--- src/rtl/ctr_pkg.sv ---
package ctr_pkg;
    typedef enum logic [1:0] {
        MODE_CLEAR = 2'd0,
        MODE_LOAD  = 2'd1,
        MODE_STEP  = 2'd2,
        MODE_KEEP  = 2'd3
    } ctr_mode_e;
endpackage

--- src/rtl/ctr_mode_sel.sv ---
module ctr_mode_sel
    import ctr_pkg::*;
(
    input  logic      clr_n,
    input  logic      ld_n,
    input  logic      en_par,
    input  logic      en_trk,
    output ctr_mode_e mode
);
    // Fixed precedence: clear, then load, then step, then keep.
    always_comb begin
        if (!clr_n)                 mode = MODE_CLEAR;
        else if (!ld_n)             mode = MODE_LOAD;
        else if (en_par && en_trk)  mode = MODE_STEP;
        else                        mode = MODE_KEEP;
    end
endmodule

--- src/rtl/ctr_next.sv ---
module ctr_next
    import ctr_pkg::*;
#(
    parameter int WIDTH = 4
) (
    input  ctr_mode_e          mode,
    input  logic [WIDTH-1:0]   cur,
    input  logic [WIDTH-1:0]   din,
    output logic [WIDTH-1:0]   nxt
);
    localparam logic [WIDTH-1:0] ONE = WIDTH'(1);

    always_comb begin
        unique case (mode)
            MODE_CLEAR: nxt = '0;
            MODE_LOAD:  nxt = din;
            MODE_STEP:  nxt = cur + ONE;   // natural wrap modulo 2**WIDTH
            default:    nxt = cur;
        endcase
    end
endmodule

--- src/rtl/ctr_tc_decode.sv ---
module ctr_tc_decode #(
    parameter int WIDTH = 4
) (
    input  logic [WIDTH-1:0] cur,
    input  logic             en_trk,
    output logic             tc
);
    logic [WIDTH:0] chain;

    assign chain[0] = en_trk;
    for (genvar i = 0; i < WIDTH; i++) begin : g_and
        assign chain[i+1] = chain[i] & cur[i];
    end
    assign tc = chain[WIDTH];
endmodule

--- src/rtl/presettable_counter.sv ---
module presettable_counter
    import ctr_pkg::*;
#(
    parameter int WIDTH = 4
) (
    input  logic             clk,
    input  logic             clr_n,
    input  logic             ld_n,
    input  logic [WIDTH-1:0] din,
    input  logic             en_par,
    input  logic             en_trk,
    output logic [WIDTH-1:0] cnt,
    output logic             tc
);
    localparam logic [WIDTH-1:0] ALL_ONES = {WIDTH{1'b1}};

    typedef struct packed {
        logic [WIDTH-1:0] value;
    } state_t;

    state_t           state_d, state_q;
    ctr_mode_e        mode;
    logic [WIDTH-1:0] nxt_value;

    ctr_mode_sel u_mode (
        .clr_n  (clr_n),
        .ld_n   (ld_n),
        .en_par (en_par),
        .en_trk (en_trk),
        .mode   (mode)
    );

    ctr_next #(.WIDTH(WIDTH)) u_next (
        .mode (mode),
        .cur  (state_q.value),
        .din  (din),
        .nxt  (nxt_value)
    );

    ctr_tc_decode #(.WIDTH(WIDTH)) u_tc (
        .cur    (state_q.value),
        .en_trk (en_trk),
        .tc     (tc)
    );

    always_comb begin
        state_d       = state_q;
        state_d.value = nxt_value;
    end

    always_ff @(posedge clk) begin
        state_q <= state_d;
    end

    assign cnt = state_q.value;

    // Checks become active once a clear has defined the register.
    logic armed_q = 1'b0;
    always_ff @(posedge clk) begin
        armed_q <= armed_q | ~clr_n;
    end

    assert_clear_R1: assert property (@(posedge clk) disable iff (!armed_q)
        !clr_n |=> cnt == '0);

    assert_load_R2: assert property (@(posedge clk) disable iff (!armed_q)
        (clr_n && !ld_n) |=> cnt == $past(din));

    assert_step_R3: assert property (@(posedge clk) disable iff (!armed_q)
        (clr_n && ld_n && en_par && en_trk) |=> cnt == WIDTH'($past(cnt) + 1'b1));

    assert_wrap_R4: assert property (@(posedge clk) disable iff (!armed_q)
        (clr_n && ld_n && en_par && en_trk && cnt == ALL_ONES) |=> cnt == '0);

    assert_keep_R5: assert property (@(posedge clk) disable iff (!armed_q)
        (clr_n && ld_n && !(en_par && en_trk)) |=> $stable(cnt));

    assert_tc_gate_R6: assert property (@(posedge clk) disable iff (!armed_q)
        tc |-> (en_trk && cnt == ALL_ONES));

    assert_tc_load_R8: assert property (@(posedge clk) disable iff (!armed_q)
        (clr_n && !ld_n && din == ALL_ONES) ##1 en_trk |-> tc);
endmodule

--- config.mk ---
export PLATFORM = sky130hd
export DESIGN_NAME = presettable_counter
export DESIGN_NICKNAME = d
export VERILOG_FILES = /design/src/rtl/ctr_pkg.sv /design/src/rtl/ctr_mode_sel.sv /design/src/rtl/ctr_next.sv /design/src/rtl/ctr_tc_decode.sv /design/src/rtl/presettable_counter.sv
export SDC_FILE = /design/constraint.sdc
export NUM_CORES = 1
export LEC_CHECK = 0
export ABC_AREA = 1
export BUFFER_PORTS_ARGS = -buffer_cell sky130_fd_sc_hd__buf_2
export CORE_AREA = 2 2 39 41
export DETAILED_ROUTE_END_ITERATION = 6
export DIE_AREA = 0 0 41 43
export PLACE_DENSITY = 0.4
export SYNTH_ARGS = -nofsm -noshare
export SYNTH_HDL_FRONTEND = slang
export SYNTH_SLANG_ARGS = --single-unit
--- constraint.sdc ---
create_clock -name clk -period 3 [get_ports clk]
set_clock_uncertainty 0.05 [all_clocks]
set_input_delay 0 -clock clk [delete_from_list [all_inputs] [get_ports clk]]
set_output_delay 0 -clock clk [all_outputs]
set_load 0.05 [all_outputs]
# Word-level counts from Yosys, hierarchy flattened
# Index checks and enable logic that the tools add are counted.
[totals]
reg_bits = 4
word_cells = 15
inputBits = 9
[classes]
n_eq_ne = 2
mux = 4
n_addsub = 1
n_reduce_logical = 3
bitwise_logic = 4
[ops]
columns = ["operator", "count"]
rows = [
  ["one-hot mux 4 bit (3 select lines)", 1],
  ["adder 4 x 1 -> 4 bit (second input constant)", 1],
  ["bitwise AND 1 bit", 4],
  ["two-way mux 2 bit", 2],
  ["nonzero test 3 bit", 1],
  ["equality test 2 x 1 -> 1 bit (second input constant)", 1],
  ["equality test 2 bit (second input constant)", 1],
  ["zero test 2 bit", 1],
  ["logical AND 1 bit", 1],
  ["two-way mux 1 bit", 1],
]

# Logic depth before layout (Yosys ltp)
# Gate-level depths: netlist (run 1).
[logic_depth]
word_depth = 6
depth_mapped = 4

# Cells and area by module
# A second synthesis (run 1) with hierarchy kept.
[unflattened]
hier_cells = 41
hier_area_um2 = 264.0
[by_module_without_submodules]
columns = ["module", "instances", "area_per_inst_um2", "cells_per_inst", "seq_area_each_um2"]
rows = [
  ["ctr_next", 1, 151.4, 29, 0.0],
  ["presettable_counter", 1, 80.1, 4, 80.1],
  ["ctr_mode_sel", 1, 20.0, 5, 0.0],
  ["ctr_tc_decode", 1, 12.5, 3, 0.0],
]

# Worst setup path after synthesis (run 1)
# No wires, ideal clock.
[synth_path]
path_kind = "register -> output"
from = "register state_q (netlist bit cnt[2])"
to = "output tc"
arrival_ps = 1538
path_buffers = 0
path_stages_with_launch = 3
slack_ps = 1412
path_cell_list = "edfxtp_1 -> nand4_1 -> nor2_1"
[synth_between]
elab_chain_cells = 2
[synth_lines]
columns = ["element", "line_no", "text"]
rows = [
  ["start: declaration", "presettable_counter.sv:21", "state_t state_d, state_q;"],
  ["start signal: assignment", "presettable_counter.sv:52", "state_q <= state_d;"],
  ["bitwise AND 1 bit (2 in series)", "ctr_tc_decode.sv:12", "assign chain[i+1] = chain[i] & cur[i];"],
  ["end: declaration", "presettable_counter.sv:13", "output logic tc"],
]
# Every way passes these cells.

# Worst setup path in the final report (run 1)
[layout_path]
from = "register state_q (netlist bit cnt[0])"
to = "register state_q (netlist bit cnt[2]) (data pin)"
[layout_between]
elab_chain_cells = 2
[layout_lines]
columns = ["element", "line_no", "text"]
rows = [
  ["adder 4 x 1 -> 4 bit", "ctr_next.sv:17", "MODE_STEP: nxt = cur + ONE;"],
  ["one-hot mux 4 bit (3 select lines)", "ctr_next.sv:14", "unique case (mode)"],
  ["via nxt_value[2]", "presettable_counter.sv:23", "logic [WIDTH-1:0] nxt_value;"],
]
# The timed path passes the listed nets, and every way through them passes these cells.
# A chain may end at the register's enable or synchronous reset.

==> impl_metrics.tcl, run 1 <==
set metrics [dict create \
    status "complete, no violations" \
    cts_post_setup_buffers_inserted 0 \
    min_path_type "in -> reg" \
    whs_endpoint "cnt[0]$_DFFE_PP_" \
    synth.area.top_cells "edfxtp_1, nand3_1, nand2_1, inv_1, ha_1" \
    grt_pass1_vias 227 \
    finalSetupViolCount 0 \
    worstPathCellList "ha_1 > xor2_1 > nand2_1 > nand2_1" \
    port_buffers 13 \
    cp-start-kind "flop" \
    netlist_instances 30 \
    yosys_warnings 0 \
    drive_gt1_share_pct 41.30 \
    numCtsBuffers 3 \
    cts_tree "built" \
    tns_ns 0 \
    largest_reg_flops 4 \
    grt.met3_usage_pct 5.236 \
    crit_buf_inv 0 \
    area_growth_pct 41.55 \
    ant_nets 0 \
    cts_sinks 4 \
    cp_max_fo 5 \
    p_total_uw 178.8 \
    antenna_found_initial 0 \
    grtUsageMet1_pct 10.93 \
    critPathTopFamily "flip-flops" \
    syn_nets 40 \
    crit_arrival_ns 1.14 \
    ys_types 11 \
    synth_top_area_share_pct 46.38 \
    ctsRootBufferMaster "clkbuf_4" \
    diodes 0 \
    finalHoldViolations 0 \
    dieArea_mm2 0.001763 \
    syn-cell-area_um2 259.0 \
    regArea_um2 120.1 \
    drt_iter0_markers 0 \
    place_congestion 0.6109 \
    p_per_area_mw_per_mm2 487.7 \
    grt_busiest_layer "met1" \
    dr.pass1.iters 1 \
    power_leakage_nw 0.1959 \
    end_kind "flop" \
    initial_core_util_pct 18.72 \
    die_width_um 41 \
    wl_um 583 \
    rows 14 \
    multi_input_area_um2 123.9 \
    ios 14 \
    tightest_slew_ns 0.2534 \
    avgViaCountPerCell 3.984 \
    clk_pin_slew_ns 0.04 \
    hold_depth 3 \
    critPathSlowestCell "edfxtp_1" \
    fmax_mhz 834.5 \
    gr-total-overflow 0 \
    final_cell_area_um2 366.6 \
    syn_avg_cell_area_um2 8.633 \
    cts_hold_buf 0 \
    drcViolationCount 0 \
    worst_skew_pair.late_latency_ns 0.24 \
    final_max_slew_viol_count 0 \
    vdd_ir_drop_max_uv 106.8 \
    min_period_ns 1.198 \
    drv_cap 0 \
    cts_resized 0 \
    r2r_cells 4 \
    cpPeakStageDelay_ns 0.43 \
    slew-limit-headroom_pct 83.22 \
    synth_seq_cells 4 \
    reg2reg_from "cnt[0]$_DFFE_PP_" \
    final.setup.worst_slack_ns 1.802 \
    grt_usage_pct 8.635 \
    coreArea_mm2 0.001384 \
    crit_top_cell "nand2_1" \
    yosysTopAreaCell "edfxtp_1" \
    grt_pass1_wl_um 931 \
    clk_path_buf_depth 2 \
    r2r_setup_slack_ns 1.80 \
    die_h_um 43 \
    wl_per_cell_um 9.403 \
    reg2reg_to "cnt[2]$_DFFE_PP_" \
    dp_hpwl_um 492.4 \
    fillers 153 \
    htreeDepth 1 \
    dp_slack_ns 1.803 \
    critPathKind "reg -> reg" \
    synth_seq_area_share_pct 46.38 \
    hp-start "din[0]" \
    nets 58 \
    placed_area_um2 344.1 \
    grt_max_degree 7 \
    crit_required_ns 2.94 \
    vias 247 \
    crit_start "cnt[0]$_DFFE_PP_" \
    finalCritPeriodShare_pct 39.95 \
    rsz0062_at_grt "no" \
    grtUsageMet2_pct 9.375 \
]
==> layout by cell type, fill, tap and decap left out, types with 3 or more instances in the layout <==
cell type and count:
buf_2 13, inv_1 4, edfxtp_1 4, clkbuf_4 3, nand2_1 8, nand3_1 7
==> layer usage <==
layer / share of wire, % / up-vias
li1: - / 134
met1: 49 / 101
met2: 42 / 12
met3: 9.1 / 0
met4: 0 / 0
met5: 0 / -
==> how the worst max path moves through the flow <==
stage                     slack (ns)               end  depth (start not counted)
final                           1.80  cnt[2]$_DFFE_PP_                          4
after CTS                       1.79                tc                          3
after floorplan                 1.41                tc                          2
after global routing            1.73                tc                          3
after global placement          1.82  cnt[2]$_DFFE_PP_                          4
after detailed placement        1.80  cnt[2]$_DFFE_PP_                          4
==> layout make-up <==
type                       instances  area share (%)
clock buffer                       3           6.143
multi-input combinational         22           33.79
tap                               16           5.461
timing repair buffer              13           17.75
sequential                         4           32.76
inverter                           4           4.096
==> cell families (layout without fill, tap and decap cells) <==
kind of cell / after synthesis / after routing / share of synthesized area [%]
XOR/XNOR: 1 / 1 / 3.382
adder cells (fa/ha/maj): 1 / 1 / 4.830
buffers and inverters: 4 / 20 / 5.795
flip-flops: 4 / 4 / 46.38
AND/OR/NAND/NOR: 20 / 20 / 39.61
==> worst register-to-register path: stages (launching register included) <==
cell	delay [ns]
edfxtp_1	0.43
ha_1	0.24
xor2_1	0.14
nand2_1	0.06
nand2_1	0.04
==> synthesized netlist by cell type <==
library cell,count
inv_1,4
nand3_2,1
nor2_4,1
ha_1,1
xor2_1,1
nand2_1,8
nand4_1,1
edfxtp_1,4
nand3_1,7
nor2_1,1
nand2_2,1
==> report_power, final <==
part | switching (mW) | leakage [nW] | internal (mW) | total (mW)
Sequential | 0.00427 | 0.0444 | 0.0670 | 0.0713
Clock | 0.0252 | 0.0138 | 0.0450 | 0.0702
Combinational | 0.0264 | 0.138 | 0.0109 | 0.0373
Total | 0.0559 | 0.196 | 0.123 | 0.179
==> metrics by stage <==
stage          utilization [%]  hold slack (ns)  instances
3_5_place_dp             24.86           0.2630         59
2_1_floorplan                -           0.1634         30
6_report                 26.49          0.01670         62
5_1_grt                  26.49          0.04243         62
3_3_place_gp             24.86           0.2607         59
4_1_cts                  26.49          0.01657         62
Power figures use the tool's default switching activity.
==> run 2, diff against run 1 <==
Clock period 3 ns to 1.2 ns, I/O delays scaled along.
==> impl_metrics.tcl, run 2 (synthesis gave the netlist of run 1 again) <==
set metrics [dict create \
    status "complete, no violations" \
    vdd_ir_drop_max_uv 359.4 \
    vias 259 \
    finalCritPeriodShare_pct 97.81 \
    drt_iter0_markers 2 \
    avgViaCountPerCell 3.985 \
    port_buffers 13 \
    final_max_slew_viol_count 0 \
    reg2reg_from "cnt[0]$_DFFE_PP_" \
    final.setup.worst_slack_ns 0.02626 \
    cts_tree "built" \
    ios 14 \
    hold_depth 3 \
    tightest_slew_ns 0.2482 \
    clk_pin_slew_ns 0.04 \
    crit_required_ns 1.13 \
    numCtsBuffers 3 \
    critPathTopFamily "flip-flops" \
    area_growth_pct 58.45 \
    power_leakage_nw 0.2103 \
    min_period_ns 1.174 \
    htreeDepth 1 \
    place_inst 60 \
    holdWs_ns 0.03481 \
    clk_path_buf_depth 2 \
    worst_skew_pair.late_latency_ns 0.23 \
    ctsRootBufferMaster "clkbuf_4" \
    fin_cells 65 \
    nets 61 \
    place_congestion 0.6834 \
    reg2reg_to "cnt[3]$_DFFE_PP_" \
    min_path_type "in -> reg" \
    tns_ns 0 \
    critPathKind "reg -> reg" \
    rsz0062_at_grt "yes" \
    finalSetupViolCount 0 \
    slew-limit-headroom_pct 83.57 \
    ant_nets 0 \
    hp-start "din[1]" \
    whs_endpoint "cnt[1]$_DFFE_PP_" \
    finalCoreUtilization_pct 29.66 \
    grt_pass1_wl_um 938 \
    cts_sinks 4 \
    cp_max_fo 4 \
    fillers 147 \
    rows 14 \
    gr-total-overflow 0 \
    grt_usage_pct 8.375 \
    drcViolationCount 0 \
    drv_cap 0 \
    wl_per_cell_um 8.554 \
    dp_slack_ns 0.01857 \
    drive_gt1_share_pct 48.98 \
    initial_core_util_pct 18.72 \
    p_per_area_mw_per_mm2 1097 \
    largest_reg_flops 4 \
    grt_max_degree 7 \
    die_h_um 43 \
    end_kind "flop" \
    mostFrequentLayoutCells "buf_2, nand2_1, nand3_1" \
    dieArea_mm2 0.001763 \
    coreArea_mm2 0.001384 \
    diodes 0 \
    dr.pass1.iters 2 \
    cp-start-kind "flop" \
    fmax_mhz 852.0 \
    crit_arrival_ns 1.10 \
    grt_pass1_vias 234 \
    finalHoldViolations 0 \
    critPathSlowestCell "edfxtp_1" \
    final_common_cell "buf_2" \
    wl_um 556 \
    crit_buf_inv 1 \
    r2r_setup_slack_ns 0.03 \
    cts_hold_buf 0 \
    cpPeakStageDelay_ns 0.45 \
    die_width_um 41 \
    antenna_found_initial 0 \
    r2r_cells 5 \
    worstPathCellList "buf_4 > nand3_1 > nand2_1 > nand3_1 > nand2_1" \
]
==> run 2: cell types whose count changed in the layout (fill, tap and decap cells not counted), sizes merged <==
| cell | before | now |
|---|---|---|
| buf | 13 | 16 |
==> run 2: layout make-up <==
type	instances	area, µm²	area share, %
multi-input cells	22	138.9	33.84
flip-flops and latches	4	120.1	29.27
clock buffers	3	22.52	5.488
repair buffers	16	93.84	22.87
well taps	16	20.02	4.878
inverters	4	15.01	3.659
==> run 2: worst max path at each step <==
stage	start	slack (ns)	cells after the start	endpoint
finish	cnt[0]$_DFFE_PP_	0.03	5	cnt[3]$_DFFE_PP_
global route	cnt[1]$_DFFE_PP_	-0.06	5	cnt[3]$_DFFE_PP_
CTS	cnt[0]$_DFFE_PP_	0.01	3	tc
detailed placement	cnt[0]$_DFFE_PP_	0.02	5	cnt[3]$_DFFE_PP_
global placement	cnt[0]$_DFFE_PP_	-0.01	5	cnt[3]$_DFFE_PP_
floorplan	cnt[0]$_DFFE_PP_	-0.24	4	cnt[2]$_DFFE_PP_
==> run 2: repair_timing <==
action                                 CTS  global route
pin swaps                                0             2
setup buffers                            2             0
setup endpoints to repair                1             3
endpoints found under the hold margin    0             0
resized for setup                        2             0
==> run 2: worst reg2reg max path, stage by stage, from the launching register on <==
cell,delay [ns]
edfxtp_1,0.45
buf_4,0.17
nand3_1,0.05
nand2_1,0.06
nand3_1,0.08
nand2_1,0.06
==> run 2: routing by layer <==
| metal | vias to the layer above | part of all wire [%] | wire length [µm] | global-route usage [%] |
|---|---|---|---|---|
| met2 | 12 | 47 | 262 | 10.63 |
| met4 | 0 | 0 | 0 | 8.000 |
| met3 | 0 | 8.5 | 47 | 3.141 |
| met5 | - | 0 | 0 | 0 |
| met1 | 107 | 44 | 246 | 10.13 |
| li1 | 140 | - | - | - |
==> run 2: metrics by stage <==
step / power, mW / cell area, µm²
floorplan: 0.2456 / 274.0
global placement: 0.2862 / 366.6
detailed placement: 0.2831 / 366.6
CTS: 0.4598 / 410.4
global route: 0.4737 / 410.4
finish: 0.4502 / 410.4
==> run 2: power by group <==
part | switching, mW | leakage [nW] | internal, mW
logic | 0.0698 | 0.152 | 0.0382
clock network | 0.0508 | 0.0138 | 0.112
registers | 0.0120 | 0.0444 | 0.168
==> run 3, diff against run 2 <==
--- a/config.mk
+++ b/config.mk
@@ -11,5 +11,5 @@
 export DETAILED_ROUTE_END_ITERATION = 6
 export DIE_AREA = 0 0 41 43
-export PLACE_DENSITY = 0.4
+export PLACE_DENSITY = 0.42
 export SYNTH_ARGS = -nofsm -noshare
 export SYNTH_HDL_FRONTEND = slang
==> constraint.sdc (replaced) <==
create_clock -name clk -period 1.05 [get_ports clk]
set_clock_uncertainty 0.05 [all_clocks]
set_input_delay 0 -clock clk [delete_from_list [all_inputs] [get_ports clk]]
set_output_delay 0 -clock clk [all_outputs]
set_load 0.005 [all_outputs]
==> impl_metrics.tcl, run 3 (synthesis gave the netlist of run 1 again) <==
set metrics [dict create \
    clock_power_share_pct 39.0 \
    worst_skew_pair.late_latency_ns 0.24 \
    ctsRootBufferMaster "clkbuf_4" \
    dieArea_mm2 0.001763 \
    hold_depth 3 \
    antenna_found_initial 0 \
    die_width_um 41 \
    p_comb_share_pct 20.2 \
    place_inst 62 \
    final_max_slew_viol_count 0 \
    drv_cap 0 \
    worstPathCellList "buf_4 > ha_4 > xor2_1 > nand2_1 > nand2_1" \
    min_path_type "in -> reg" \
    area_growth_pct 67.15 \
    end_kind "flop" \
    critPathSlowestCell "edfxtp_1" \
    vdd_ir_drop_max_uv 355.1 \
    crit_buf_inv 1 \
    cts_sinks 4 \
    ios 14 \
    cp-start-kind "flop" \
    avgViaCountPerCell 3.940 \
    fmax_mhz 816.2 \
    cts_tree "built" \
    clk_pin_slew_ns 0.04 \
    diodes 0 \
    whs_endpoint "cnt[0]$_DFFE_PP_" \
    power_leakage_nw 0.2228 \
    ant_nets 0 \
    hp-start "din[0]" \
    gr-total-overflow 0 \
    p_seq_share_pct 40.9 \
    drt_iter0_markers 2 \
    p_sw_share_pct 24.16 \
    numCtsBuffers 3 \
    crit_required_ns 0.99 \
    drive_gt1_share_pct 52.94 \
    switchingPower_uw 119.1 \
    p_int_uw 374.0 \
    reg2reg_from "cnt[0]$_DFFE_PP_" \
    grt_max_degree 7 \
    finalHoldViolations 0 \
    coreArea_mm2 0.001384 \
    fin_cells 67 \
    r2r_cells 5 \
    clk_path_buf_depth 2 \
    dr.pass1.iters 4 \
    wl_um 571 \
    finalSetupViolCount 4 \
    grt_pass1_wl_um 890 \
    cp_max_fo 2 \
    final_common_cell "buf_2" \
    crit_top_cell "nand2_1" \
    die_h_um 43 \
    violations "negative setup slack" \
    cpPeakStageDelay_ns 0.39 \
    port_buffers 13 \
    grt_pass1_vias 231 \
    min_period_ns 1.225 \
    initial_core_util_pct 18.72 \
    p_per_area_mw_per_mm2 1139 \
    place_congestion 0.6551 \
    critPathTopFamily "flip-flops" \
    tightest_slew_ns 0.2154 \
    slew-limit-headroom_pct 85.60 \
    drcViolationCount 0 \
    final.setup.worst_slack_ns -0.1751 \
    rsz0062_at_grt "yes" \
    grt_usage_pct 8.157 \
    rows 14 \
    crit_start "cnt[0]$_DFFE_PP_" \
    cts_hold_buf 0 \
    largest_reg_flops 4 \
    r2r_setup_slack_ns -0.18 \
    crit_arrival_ns 1.17 \
    htreeDepth 1 \
    finalCoreUtilization_pct 31.28 \
    vias 264 \
    reg2reg_to "cnt[2]$_DFFE_PP_" \
    wl_per_cell_um 8.522 \
    placed_area_um2 369.1 \
    nets 63 \
    dp_hpwl_um 455 \
    critPathKind "reg -> reg" \
    status "complete, but fails checks" \
    finalCritPeriodShare_pct 116.7 \
    fillers 158 \
    mostFrequentLayoutCells "buf_2, nand3_1, nand2_1" \
    final_cell_area_um2 432.9 \
]
-- run 3: timing repair --
| item | CTS | global route |
|---|---|---|
| pin swaps | 0 | 2 |
| setup endpoints to repair | 4 | 4 |
| setup buffers | 0 | 2 |
| gates resized for setup | 1 | 5 |
-- run 3: how the worst max path moves through the flow --
stage                  endpoint  slack [ns]  cells after the start
3_5_place_dp   cnt[2]$_DFFE_PP_       -0.06                      4
3_3_place_gp   cnt[2]$_DFFE_PP_       -0.04                      4
4_1_cts                      tc       -0.17                      5
5_1_grt                      tc       -0.23                      5
6_report       cnt[2]$_DFFE_PP_       -0.18                      5
2_1_floorplan  cnt[2]$_DFFE_PP_        -0.1                      4
-- run 3: cell type report --
type | instances | area, µm² | share of cell area (%)
clock buffer | 3 | 22.52 | 5.202
inverter | 4 | 15.01 | 3.468
multi-input combinational | 22 | 141.4 | 32.66
sequential | 4 | 120.1 | 27.75
tap | 16 | 20.02 | 4.624
timing repair buffer | 18 | 113.9 | 26.30
-- run 3: power by group through the flow --
stage	Combinational, mW	Clock, mW	Sequential [mW]
2_1_floorplan	0.0275	0	0.206
3_3_place_gp	0.0787	0	0.202
5_1_grt	0.113	0.205	0.203
4_1_cts	0.0805	0.201	0.201
3_5_place_dp	0.0784	0	0.203
6_report	0.0995	0.192	0.201
-- run 3: per-layer routing --
layer | GRT usage, % | share of wire, % | wire (µm)
met3 | 1.571 | 7.9 | 45
met2 | 10.00 | 46 | 260
met4 | 12.00 | 0 | 0
met1 | 9.091 | 47 | 266
met5 | 0 | 0 | 0
-- run 3: worst register-to-register path: stages (launching register included) --
cell and delay [ns]:
edfxtp_1 0.39, buf_4 0.16, ha_4 0.14, xor2_1 0.13, nand2_1 0.06, nand2_1 0.05
-- run 3: through the flow --
step	TNS (ns)	setup slack (ns)	hold slack (ns)	total power, mW
3_5_place_dp	-0.1104	-0.06469	0.2473	0.2814
3_3_place_gp	-0.07185	-0.03998	0.2463	0.2812
5_1_grt	-0.6956	-0.2298	0.04204	0.5208
2_1_floorplan	-0.1469	-0.09834	0.02071	0.2339
4_1_cts	-0.3113	-0.1670	0.02018	0.4827
6_report	-0.4422	-0.1751	0.02352	0.4931
